**src/rtl/irq_src_pkg.sv**
```systemverilog
package irq_src_pkg;
  localparam int unsigned REG_AW = 10;
  localparam int unsigned IDX_W  = 6;

  localparam logic [3:0] RG_CFG   = 4'd0;
  localparam logic [3:0] RG_SETIP = 4'd1;
  localparam logic [3:0] RG_CLRIP = 4'd2;
  localparam logic [3:0] RG_SETIE = 4'd3;
  localparam logic [3:0] RG_CLRIE = 4'd4;
  localparam logic [3:0] RG_NUM   = 4'd5;

  localparam logic [IDX_W-1:0] NUM_SETIP = 6'd0;
  localparam logic [IDX_W-1:0] NUM_CLRIP = 6'd1;
  localparam logic [IDX_W-1:0] NUM_SETIE = 6'd2;
  localparam logic [IDX_W-1:0] NUM_CLRIE = 6'd3;

  localparam logic [2:0] MODE_OFF  = 3'd0;
  localparam logic [2:0] MODE_RISE = 3'd4;
  localparam logic [2:0] MODE_FALL = 3'd5;
  localparam logic [2:0] MODE_HIGH = 3'd6;
  localparam logic [2:0] MODE_LOW  = 3'd7;

  localparam int unsigned DELEG_BIT = 10;

  typedef struct packed {
    logic       deleg;
    logic [9:0] field;
  } src_cfg_t;

  function automatic src_cfg_t cfg_filter(input logic [10:0] w, input bit has_child);
    src_cfg_t c;
    c = '0;
    if (w[DELEG_BIT]) begin
      if (has_child) begin
        c.deleg = 1'b1;
        c.field = w[9:0];
      end
    end else begin
      c.field = {7'd0, w[2:0]};
    end
    return c;
  endfunction
endpackage

```
**src/rtl/irq_src_cell.sv**
```systemverilog
module irq_src_cell
  import irq_src_pkg::*;
#(
  parameter bit HAS_CHILD = 1'b1
) (
  input  logic       clk_i,
  input  logic       rst_ni,
  input  logic       irq_i,
  input  logic       msg_mode_i,
  input  logic       cfg_we_i,
  input  logic [10:0] cfg_wdata_i,
  input  logic       set_ip_i,
  input  logic       clr_ip_i,
  input  logic       set_ie_i,
  input  logic       clr_ie_i,
  output src_cfg_t   cfg_o,
  output logic       ip_o,
  output logic       ie_o,
  output logic       cap_o
);
  src_cfg_t   cfg_q, cfg_d, cfg_new;
  logic       ip_q, ip_d, ie_q, ie_d, cap_q, cap_d;
  logic       hw_set, active, level, kill;
  logic [2:0] mode;

  always_comb begin
    mode   = cfg_q.field[2:0];
    active = !cfg_q.deleg && (mode != MODE_OFF);
    level  = (mode == MODE_HIGH) || (mode == MODE_LOW);
    hw_set = 1'b0;
    if (!cfg_q.deleg && !ip_q) begin
      case (mode)
        MODE_RISE: hw_set = irq_i && !cap_q;
        MODE_FALL: hw_set = !irq_i && cap_q;
        MODE_HIGH: hw_set = irq_i;
        MODE_LOW:  hw_set = !irq_i;
        default:   hw_set = 1'b0;
      endcase
    end
    cfg_new = cfg_filter(cfg_wdata_i, HAS_CHILD);
    kill    = cfg_new.deleg || (cfg_new.field == '0);

    // software ops act on top of the hardware decision
    ip_d = ip_q | hw_set;
    if (clr_ip_i && active && !level) ip_d = 1'b0;
    if (set_ip_i && active && (!level || msg_mode_i)) ip_d = 1'b1;
    ie_d = ie_q;
    if (set_ie_i && active) ie_d = 1'b1;
    if (clr_ie_i && active) ie_d = 1'b0;
    cfg_d = cfg_q;
    if (cfg_we_i) begin
      cfg_d = cfg_new;
      if (kill) begin
        ip_d = 1'b0;
        ie_d = 1'b0;
      end
    end
    cap_d = cfg_q.deleg ? cap_q : irq_i;
  end

  always_ff @(posedge clk_i or negedge rst_ni) begin
    if (!rst_ni) begin
      cfg_q <= '0;
      ip_q  <= 1'b0;
      ie_q  <= 1'b0;
      cap_q <= 1'b0;
    end else begin
      cfg_q <= cfg_d;
      ip_q  <= ip_d;
      ie_q  <= ie_d;
      cap_q <= cap_d;
    end
  end

  assign cfg_o = cfg_q;
  assign ip_o  = ip_q;
  assign ie_o  = ie_q;
  assign cap_o = cap_q;
endmodule

```
**src/rtl/irq_src_regif.sv**
```systemverilog
module irq_src_regif
  import irq_src_pkg::*;
#(
  parameter int unsigned NUM_SRC = 31
) (
  input  logic                  we_i,
  input  logic [REG_AW-1:0]     addr_i,
  input  logic [31:0]           wdata_i,
  input  src_cfg_t [NUM_SRC:1]  cfg_i,
  input  logic [NUM_SRC:1]      ip_i,
  input  logic [NUM_SRC:1]      ie_i,
  input  logic [NUM_SRC:1]      cap_i,
  output logic [NUM_SRC:1]      cfg_we_o,
  output logic [NUM_SRC:1]      set_ip_o,
  output logic [NUM_SRC:1]      clr_ip_o,
  output logic [NUM_SRC:1]      set_ie_o,
  output logic [NUM_SRC:1]      clr_ie_o,
  output logic [31:0]           rdata_o
);
  localparam int unsigned NUM_WORDS = (NUM_SRC + 32) / 32;
  localparam int unsigned PAD_W     = NUM_WORDS * 32;

  logic [3:0]       region;
  logic [IDX_W-1:0] idx;
  logic [PAD_W-1:0] ip_pad, ie_pad, cap_pad;

  assign region = addr_i[REG_AW-1:IDX_W];
  assign idx    = addr_i[IDX_W-1:0];

  for (genvar s = 1; s <= NUM_SRC; s++) begin : g_dec
    localparam int unsigned WRD = s / 32;
    localparam int unsigned BIT = s % 32;
    logic num_hit, bm_bit;
    assign num_hit = we_i && (region == RG_NUM) && (wdata_i == 32'(s));
    assign bm_bit  = we_i && (idx == IDX_W'(WRD)) && wdata_i[BIT];
    assign cfg_we_o[s] = we_i && (region == RG_CFG) && (idx == IDX_W'(s - 1));
    assign set_ip_o[s] = (bm_bit && region == RG_SETIP) || (num_hit && idx == NUM_SETIP);
    assign clr_ip_o[s] = (bm_bit && region == RG_CLRIP) || (num_hit && idx == NUM_CLRIP);
    assign set_ie_o[s] = (bm_bit && region == RG_SETIE) || (num_hit && idx == NUM_SETIE);
    assign clr_ie_o[s] = (bm_bit && region == RG_CLRIE) || (num_hit && idx == NUM_CLRIE);
  end

  always_comb begin
    ip_pad  = '0;
    ie_pad  = '0;
    cap_pad = '0;
    ip_pad[NUM_SRC:1]  = ip_i;
    ie_pad[NUM_SRC:1]  = ie_i;
    cap_pad[NUM_SRC:1] = cap_i;
    rdata_o = '0;
    case (region)
      RG_CFG: begin
        for (int s = 1; s <= NUM_SRC; s++)
          if (idx == IDX_W'(s - 1)) rdata_o = {21'd0, cfg_i[s]};
      end
      RG_SETIP: begin
        for (int w = 0; w < NUM_WORDS; w++)
          if (idx == IDX_W'(w)) rdata_o = ip_pad[w*32 +: 32];
      end
      RG_CLRIP: begin
        for (int w = 0; w < NUM_WORDS; w++)
          if (idx == IDX_W'(w)) rdata_o = cap_pad[w*32 +: 32];
      end
      RG_SETIE: begin
        for (int w = 0; w < NUM_WORDS; w++)
          if (idx == IDX_W'(w)) rdata_o = ie_pad[w*32 +: 32];
      end
      default: rdata_o = '0;
    endcase
  end
endmodule

```
**src/rtl/irq_src_bank.sv**
```systemverilog
module irq_src_bank
  import irq_src_pkg::*;
#(
  parameter int unsigned NUM_SRC   = 31,
  parameter bit          HAS_CHILD = 1'b1
) (
  input  logic                 clk_i,
  input  logic                 rst_ni,
  input  logic                 msg_mode_i,
  input  logic [NUM_SRC:1]     irq_i,
  input  logic                 reg_we_i,
  input  logic [REG_AW-1:0]    reg_addr_i,
  input  logic [31:0]          reg_wdata_i,
  output logic [31:0]          reg_rdata_o,
  output logic [NUM_SRC:1]     ip_en_o
);
  src_cfg_t [NUM_SRC:1]  cfg_v;
  logic [NUM_SRC:1]      ip_v, ie_v, cap_v, deleg_v;
  logic [NUM_SRC:1]      cfg_we_v, set_ip_v, clr_ip_v, set_ie_v, clr_ie_v;
  logic [NUM_SRC:1][2:0] mode_v;

  irq_src_regif #(.NUM_SRC(NUM_SRC)) i_regif (
    .we_i     (reg_we_i),
    .addr_i   (reg_addr_i),
    .wdata_i  (reg_wdata_i),
    .cfg_i    (cfg_v),
    .ip_i     (ip_v),
    .ie_i     (ie_v),
    .cap_i    (cap_v),
    .cfg_we_o (cfg_we_v),
    .set_ip_o (set_ip_v),
    .clr_ip_o (clr_ip_v),
    .set_ie_o (set_ie_v),
    .clr_ie_o (clr_ie_v),
    .rdata_o  (reg_rdata_o)
  );

  for (genvar s = 1; s <= NUM_SRC; s++) begin : g_src
    irq_src_cell #(.HAS_CHILD(HAS_CHILD)) i_cell (
      .clk_i       (clk_i),
      .rst_ni      (rst_ni),
      .irq_i       (irq_i[s]),
      .msg_mode_i  (msg_mode_i),
      .cfg_we_i    (cfg_we_v[s]),
      .cfg_wdata_i (reg_wdata_i[10:0]),
      .set_ip_i    (set_ip_v[s]),
      .clr_ip_i    (clr_ip_v[s]),
      .set_ie_i    (set_ie_v[s]),
      .clr_ie_i    (clr_ie_v[s]),
      .cfg_o       (cfg_v[s]),
      .ip_o        (ip_v[s]),
      .ie_o        (ie_v[s]),
      .cap_o       (cap_v[s])
    );
    assign ip_en_o[s] = ip_v[s] & ie_v[s];
    assign deleg_v[s] = cfg_v[s].deleg;
    assign mode_v[s]  = cfg_v[s].field[2:0];
  end
endmodule

```
**config.mk**
```make
export PLATFORM = sky130hd
export DESIGN_NAME = irq_src_bank
export DESIGN_NICKNAME = d
export VERILOG_FILES = /design/src/rtl/irq_src_pkg.sv /design/src/rtl/irq_src_cell.sv /design/src/rtl/irq_src_regif.sv /design/src/rtl/irq_src_bank.sv
export SDC_FILE = /design/constraint.sdc
export NUM_CORES = 1
export LEC_CHECK = 0
export BUFFER_PORTS_ARGS = -buffer_cell sky130_fd_sc_hd__buf_2
export CAP_MARGIN = 40
export CORE_AREA = 3 3 239 241
export CTS_CLUSTER_SIZE = 24
export DETAILED_ROUTE_END_ITERATION = 10
export DIE_AREA = 0 0 242 244
export GPL_TIMING_DRIVEN = 0
export PLACE_DENSITY_LB_ADDON = 0.2
export SLEW_MARGIN = 20
export SYNTH_ARGS = -nofsm -noshare
export SYNTH_HDL_FRONTEND = slang
export SYNTH_SLANG_ARGS = --single-unit
```
**constraint.sdc**
```tcl
create_clock -name clk_i -period 3.27 [get_ports clk_i]
set_input_delay 0.327 -clock clk_i [delete_from_list [all_inputs] [get_ports clk_i]]
set_output_delay 0.327 -clock clk_i [all_outputs]
set_load 0.05 [all_outputs]
```
After elaboration in Yosys (flattened, before gate mapping)
Cells that the tools add are included.
Widths: inputs -> output; s select.

word-level totals
  register bits = 434
  input bits = 77
  output and inout port bits = 63
  logic and storage cells = 1784

operators by class
  equality and inequality tests = 190
  multiplexer cells = 347
  bitwise logic cells = 62
  reduce and logical (&&, ||, !) cells = 1030

operators with widths
  kind                 number
  $logic_and 1x1->1    654
  $eq 32x5->1 const B  16
  $eq 3x3->1 const B   124
  $mux 11              31
  $mux 1               280
  $eq 32x4->1 const B  8
  $logic_or 1x1->1     187
  $logic_not 1->1      155
  $eq 32x3->1 const B  4
  $pmux 32 s4          1
  $pmux 1 s4           31
  $mux 32              3
  $reduce_bool 3->1    31
  $eq 6x5->1 const B   15
  $eq 32x2->1 const B  2
  $eq 6x4->1 const B   8
  $eq 32x1->1 const B  1
  $and 1x1->1          31
  $or 1x1->1           31
  $eq 6x3->1 const B   4
  $eq 6x2->1 const B   2
  $logic_not 10->1     1
  $mux 10              1
  $eq 4x2->1 const B   2
  other kinds (5)      6

Longest topological paths before layout
Gate-level depths: netlist of run 1.

  word-level depth = 33
  gate-level depth with buffers = 11
  mapped depth without buffers = 7

Cells and area by module
A second synthesis of run 1 with hierarchy kept.

unflattened totals
  cells, all modules = 2830
  area total of the unflattened synthesis = 25473.2 um^2

modules (own cells, without submodules)
  module         instances  cells each  area an instance (um^2)  sequential area each (um^2)
  irq_src_cell   31         60          626.9                    350.3
  irq_src_regif  1          939         5846.9                   0.0
  irq_src_bank   1          31          193.9                    0.0

Least setup slack after synthesis of run 1
No wires, ideal clock.

  path type = input -> output
  start point = input port reg_addr_i[5]
  end point = output port reg_rdata_o[9]
  arrival = 2619 ps
  data required time = 2943 ps
  path slack = 324 ps
  stages = 6
  path buffers = 2
  path through = or4_1 -> buf_2 -> nor2_8 -> nand2_1 -> clkbuf_1 -> o21ai_0

on the way
  word-level cells in the longest chain between the ends = 33

ends and longest elaborated chain
  what                    line                 source
  start, declared         irq_src_bank.sv:12   input logic [REG_AW-1:0] reg_addr_i,
  $logic_not 6->1         n/a
  $mux 11 (31 in series)  irq_src_regif.sv:54  if (idx == IDX_W'(s - 1)) rdata_o = {21'd0, cfg_i[s]};
  $pmux 32 s4 (*)         irq_src_regif.sv:51  case (region)
  end, declared           irq_src_bank.sv:14   output logic [31:0] reg_rdata_o,

Mark *: on every way between the ends. The rest lies on a longest branch, timed or not.

Final worst setup path of run 1
  start point = input port reg_addr_i[1]
  end point = output port reg_rdata_o[5]

The elaborated chain is that of the path after synthesis.

==> out/qor.txt, run 1 <==
status = finished with violations
violated checks = negative setup slack
largest net degree at the start of global routing = 86
worst setup margin = -57.43 ps
Initial DRC Count = 2930
Slew @ Worst Pin = 976.9 ps
Switch Pwr = 3519 µW
register area = 0.01086 mm²
Sink Count = 434
Comb pwr share = 0.097
reg2reg start = g_src[20].i_cell.cfg_o[1]
main flop type after synthesis = dfrtp_1
via count = 23430
register area share after synthesis = 0.4603
mean post-synth cell area = 9.457 µm²
global-route wire length before repair = 168500 µm
clk_lat worst skew = 620 ps
r2r worst-path depth = 7
share of layout cells above drive strength 1 = 0.2272
Cell variety after synth = 79
top cell type's share of synthesized area = 0.4603
Pleak = 0.01193 µW
hpwl dp = 89560 µm
GR Overflow Total = 0
Worst setup SP type = input pin
vias per cell = 6.567
Worst-path clk slew = 50 ps
DRC errors left = 0
kind of critical path = in2out
Hold Vio Cnt, Final = 0
area leader, netlist = dfrtp_1
Cells after Synth = 2495
min-delay worst type = in2reg
synth warn = 0
synthesized area = 0.02360 mm²
Filler Cells Inserted = 5161
period utilization = 1.018
Pre-antenna DRT Iters = 6
clock buffer count from CTS = 51
GRT Overall Usage = 0.3980
multi-input logic area = 0.01222 mm²
largest cells by area after synthesis = dfrtp_1 46%, mux2_2 9.5%, o21ai_0 6.2%
antenna violations before repair = 4
Worst VDD drop = 430.2 µV
Cell Int Power = 9437 µW
Routed WL = 119700 µm
Tmin final = 3327 ps
Slew Viols, Final = 0
hold_ws = 10.88 ps
Initial Utilization = 0.4283
EDFF count, synth = 0
Die Wd = 242 µm
Seq cells post-synth = 434
Fmax = 0.3005 GHz
Final nets = 2852
most frequent cells in the layout = 434 x dfrtp_1, 367 x nand2_1, 287 x o21ai_0
RePlAce Congestion = 1.032
Buffers on Ports = 138
Syn Nets = 2572
Synth async-reset ratio = 1.000
commonest non-fill, non-tap cell in the layout = dfrtp_1
CTS tree = done
Max-cap violations = 0
CTS max path bufs = 3
Ports = 140
CP Data Arrival Time = 3000 ps
core box area = 0.05509 mm²
Die ar. = 0.05905 mm²
post-route ant nets = 0
Pwr Density = 454.1 mW/mm²
Setup crit end kind = output port
vias in the first global route = 22700
count of final setup violators = 3
chip height = 244 µm
hold path depth = 2
htree depth = 2
slew margin rel. = 0.3437
post-detailed-route wirelength per cell = 33.56 µm
final core utilization = 0.5178
Crit Path Max Fanout = 10
Setup Skew = 16.64 ps
num rows = 86
register share of total power = 0.432
clock group share of total power = 0.471
CP Launch Point = reg_addr_i[1]
area grow syn2layout = 20.90%
Crit path required time = 2940 ps
clock root buffer = clkbuf_16
sw frac = 0.2716
hold wc startpoint = irq_i[23]
-- per-stage QoR --
step | total power, µW | setup WS (ps) | TNS (ps) | instance area (µm²) | std cells
after global placement | 6749 | -7195 | -3126000 | 25220 | 3381
after global routing | 13240 | -7.917 | -7.917 | 28520 | 3565
after CTS | 12920 | 0.9179 | 0 | 28240 | 3553
final | 12960 | -57.43 | -135.8 | 28530 | 3567
after floorplan | 6140 | 324.1 | 0 | 23600 | 2495
after detailed placement | 6816 | -1275 | -16070 | 25740 | 3418
-- synthesized netlist by cell type, types with 6 or more instances --
library cell / n
a41oi_1: 7
a211oi_1: 36
o21bai_1: 7
buf_2: 36
o22a_1: 6
a22o_1: 9
nor3_1: 80
clkbuf_1: 139
buf_4: 7
o221ai_1: 8
a21o_1: 8
and2_1: 38
o21ai_0: 293
o22ai_1: 72
mux2_2: 200
mux4_2: 12
nand2_1: 368
a31oi_1: 20
a21oi_1: 81
nor2_1: 169
nand4_1: 13
dfrtp_1: 434
mux2i_1: 15
o32ai_1: 6
nor2b_1: 6
xnor2_1: 62
buf_1: 8
a22oi_1: 95
and3_1: 9
a221oi_1: 22
nor2_2: 12
nand3_1: 34
nor4b_1: 32
o211ai_1: 18
nor4_1: 15
nand2b_1: 9
a32oi_1: 15
a222oi_1: 9
-- final timing paths --
check                                       endpoint  slack [ps]
max in group asynchronous  g_src[23].i_cell.cfg_o[2]        1350
max reg2reg                    g_src[20].i_cell.ip_o        1600
min reg2reg                 g_src[2].i_cell.cfg_o[4]         480
max                                   reg_rdata_o[5]         -60
min                           g_src[23].i_cell.cap_o          10
min in group asynchronous   g_src[7].i_cell.cfg_o[7]         240
-- layer usage --
layer	up-vias	routed length (µm)	track usage
li1	9780	-	-
met1	11690	46610	0.5143
met2	1535	51460	0.5960
met3	414	11010	0.07643
met4	4	10610	0.2965
met5	-	27	0
-- kinds of logic after synthesis --
kind of cell	count (synthesis)	synth area share
flip-flops	434	0.4603
AO/OA/AOI/OAI	748	0.2006
multiplexers	227	0.1133
AND/OR/NAND/NOR	827	0.1678
XOR/XNOR	62	0.02301
buffers and inverters	197	0.03500
-- critical path: stages --
cell and delay, ps:
buf_2 150, buf_4 270, buf_8 240, buf_6 270, mux4_2 340, a222oi_1 440
nand4_1 340, nor2_1 210, o22ai_1 140, buf_4 230
-- power by group through the flow --
stage	clock network (µW)	registers, µW	logic [µW]
2_1_floorplan	0	5640	502
3_3_place_gp	0	5690	1060
3_5_place_dp	0	5690	1130
4_1_cts	6130	5590	1200
5_1_grt	6340	5600	1300
6_report	6100	5600	1250
-- area by class of cell --
type / instances / share of cell area
clock buffer: 74 / 0.05373
clock inverter: 21 / 0.008289
sequential: 434 / 0.3807
inverter: 5 / 0.0006579
tap: 748 / 0.03281
buffer: 190 / 0.03456
multi-input combinational: 1864 / 0.4284
antenna: 2 / 0.0001754
timing repair buffer: 229 / 0.06066
-- timing repair --
action                                  CTS  global route
setup buffers                            15             8
endpoints found under the hold margin    84             0
gates resized for setup                  99            43
endpoints found under the setup margin   31            14
cloned                                    0             1
pin swaps                                 8             9
hold buffers                             27             0
-- state kept, by name, summed over array words and instances (netlist names) --
name / count
g_src.i_cell.ie_o: 31
g_src.i_cell.ip_o: 31
g_src.i_cell.cfg_o: 341
g_src.i_cell.cap_o: 31
Note: power is estimated with default switching activity, not from simulation.
==> run 2: changes to the inputs <==
- HOLD_SLACK_MARGIN: unset -> 0.03
==> out/qor.txt, run 2 (synthesis gave the netlist of run 1 again) <==
status = finished with violations
violated checks = negative setup slack
vias per cell = 6.559 (-0.13%)
GRT Max-Usage Layer = met2
period utilization = 1.004 (-0.01340)
DRC errors left = 0 (unchanged)
CTS tree = done
CP Launch Point = reg_addr_i[6]
Initial DRC Count = 2899 (-1.1%)
RePlAce Congestion = 1.032 (unchanged)
Max-cap violations = 0 (unchanged)
vias in the first global route = 22710 (+0.075%)
clock buffer count from CTS = 51 (unchanged)
worst setup margin = -13.62 ps (+43.81 ps)
clock root buffer = clkbuf_16
Worst setup endpoint = reg_rdata_o[1]
Crit Path Max Fanout = 10 (unchanged)
r2r worst-path depth = 5 (-2)
GRT Overall Usage = 0.3981 (about the same)
Die ar. = 0.05905 mm² (unchanged)
max reg flops = 341 (unchanged)
reg2reg start = g_src[10].i_cell.cfg_o[0]
R2R setup slack = 1590 ps (about the same)
CP Data Arrival Time = 2960 ps (-40 ps)
Worst VDD drop = 432.3 µV (+0.49%)
Ports = 140 (unchanged)
Worst setup SP type = input pin
Critical Path Slowest Stage Cell = buf_2
Worst-path clk slew = 60 ps (about the same)
Setup crit end kind = output port
Place WS = -1275 ps (unchanged)
Initial Utilization = 0.4283 (unchanged)
Switch Pwr = 3529 µW (+0.27%)
clock group share of total power = 0.471 (about the same)
hold_ws = 71.51 ps (+60.63 ps)
Tmin final = 3284 ps (-43.81 ps)
antenna violations before repair = 4 (unchanged)
most frequent cells in the layout = 434 x dfrtp_1, 367 x nand2_1, 287 x o21ai_0
chip height = 244 µm (unchanged)
hpwl dp = 89560 µm (unchanged)
Slew Viols, Final = 0 (unchanged)
slew margin rel. = 0.3591 (+0.01542)
via count = 23420 (-0.043%)
Pre-antenna DRT Iters = 7 (+1)
register share of total power = 0.432 (about the same)
Layout Cells excl Fill = 3570 (+0.084%)
Routed WL = 119600 µm (-0.12%)
global-route wire length before repair = 168500 µm (about the same)
area grow syn2layout = 21.04%
num rows = 86 (unchanged)
commonest non-fill, non-tap cell in the layout = dfrtp_1
met3 Track Usage GR = 0.07632 (-0.0001096)
Cell Int Power = 9439 µW (about the same)
kind of critical path = in2out
sw frac = 0.2721 (+0.0005005)
final core utilization = 0.5184 (+0.0005900)
core box area = 0.05509 mm² (unchanged)
Sink Count = 434 (unchanged)
largest net degree at the start of global routing = 86 (unchanged)
Cell Area, Placed = 0.02574 mm² (unchanged)
met2 Use GR = 0.5957 (about the same)
post-detailed-route wirelength per cell = 33.49 µm (-0.20%)
RR Endpoint = g_src[10].i_cell.ip_o
share of layout cells above drive strength 1 = 0.2270 (-0.0002417)
Setup Skew = 15.13 ps (-1.513 ps)
Fmax = 0.3045 GHz (+1.3%)
GR Overflow Total = 0 (unchanged)
cell area after layout = 0.02856 mm² (+0.11%)
Crit path required time = 2940 ps (about the same)
Slew @ Worst Pin = 953.9 ps (-22.96 ps)
Comb pwr share = 0.097 (about the same)
post-route ant nets = 0 (unchanged)
Buffers on Ports = 138 (unchanged)
Inst Count DP = 3418 (unchanged)
Pleak = 0.01194 µW (+0.11%)
CTS max path bufs = 3 (unchanged)
Final nets = 2855 (+0.11%)
Hold Vio Cnt, Final = 0 (unchanged)
largest stage delay on the critical path = 530 ps (+90 ps)
clk_lat worst skew = 620 ps (about the same)
Die Wd = 242 µm (unchanged)
Pwr Density = 454.0 mW/mm² (about the same)
most used cell, CP = buf_2
min-delay worst type = in2reg
RSZ-0062 raised after global routing = true
worst path cell trace = buf_2, buf_2, buf_2, mux2_2, a22oi_2, nor2_1, a31oi_1, nand3_1, buf_2
htree depth = 2 (unchanged)
met1 Use GR = 0.5148 (about the same)
count of final setup violators = 1 (-2)
==> run 2: routing by layer <==
metal  wire length [µm]  share of wire  up-vias
met1              45950           0.38    11590
met3              11680          0.098      440
li1                   -              -     9796
met4              10860          0.091        4
met2              51050           0.43     1588
met5                 27        0.00023        -
==> run 2: through the flow <==
step           power [µW]  TNS (ps)
2_1_floorplan        6140         0
3_3_place_gp         6749  -3126000
3_5_place_dp         6816    -16070
4_1_cts             12920         0
5_1_grt             13240    -7.917
6_report            12970    -13.62
==> run 2: cell type report <==
| cell class | instances | area (µm²) |
|---|---|---|
| fill | 5157 | 26530 |
| multi-input combinational | 1864 | 12230 |
| sequential | 434 | 10860 |
| timing repair buffer | 232 | 1760 |
| clock buffer | 74 | 1533 |
| buffer | 190 | 985.9 |
| tap | 748 | 935.9 |
| clock inverter | 21 | 236.5 |
| inverter | 5 | 18.77 |
| antenna | 2 | 5.005 |
==> run 2: critical path, delay by kind of cell <==
family	cells	cell delay (ps)
AND/OR/NAND/NOR	2	250
multiplexers	1	410
buffers and inverters	4	1330
AO/OA/AOI/OAI	2	620
==> run 2: power groups by stage <==
stage	sequential, µW	combinational (µW)	clock (µW)
finish	5600	1260	6110
global route	5600	1300	6340
CTS	5590	1200	6130
detailed placement	5690	1130	0
global placement	5690	1060	0
floorplan	5640	502	0
==> run 2: timing repair <==
action,CTS,global route
hold endpoints to repair,87,0
pin swaps,8,9
hold buffers,30,0
endpoints found under the setup margin,31,14
buffers inserted,15,8
gates resized for setup,99,44
gates cloned,0,1
==> run 2: how the worst min path moves through the flow <==
stage	startpoint	to	slack (ps)	cells past startpoint
floorplan	rst_ni	g_src[10].i_cell.cap_o	30	0
global placement	g_src[8].i_cell.cfg_o[6]	g_src[8].i_cell.cfg_o[6]	460	2
detailed placement	rst_ni	g_src[7].i_cell.cfg_o[7]	310	1
CTS	irq_i[12]	g_src[12].i_cell.cap_o	30	2
global route	irq_i[20]	g_src[20].i_cell.cap_o	40	2
finish	irq_i[12]	g_src[12].i_cell.cap_o	70	2
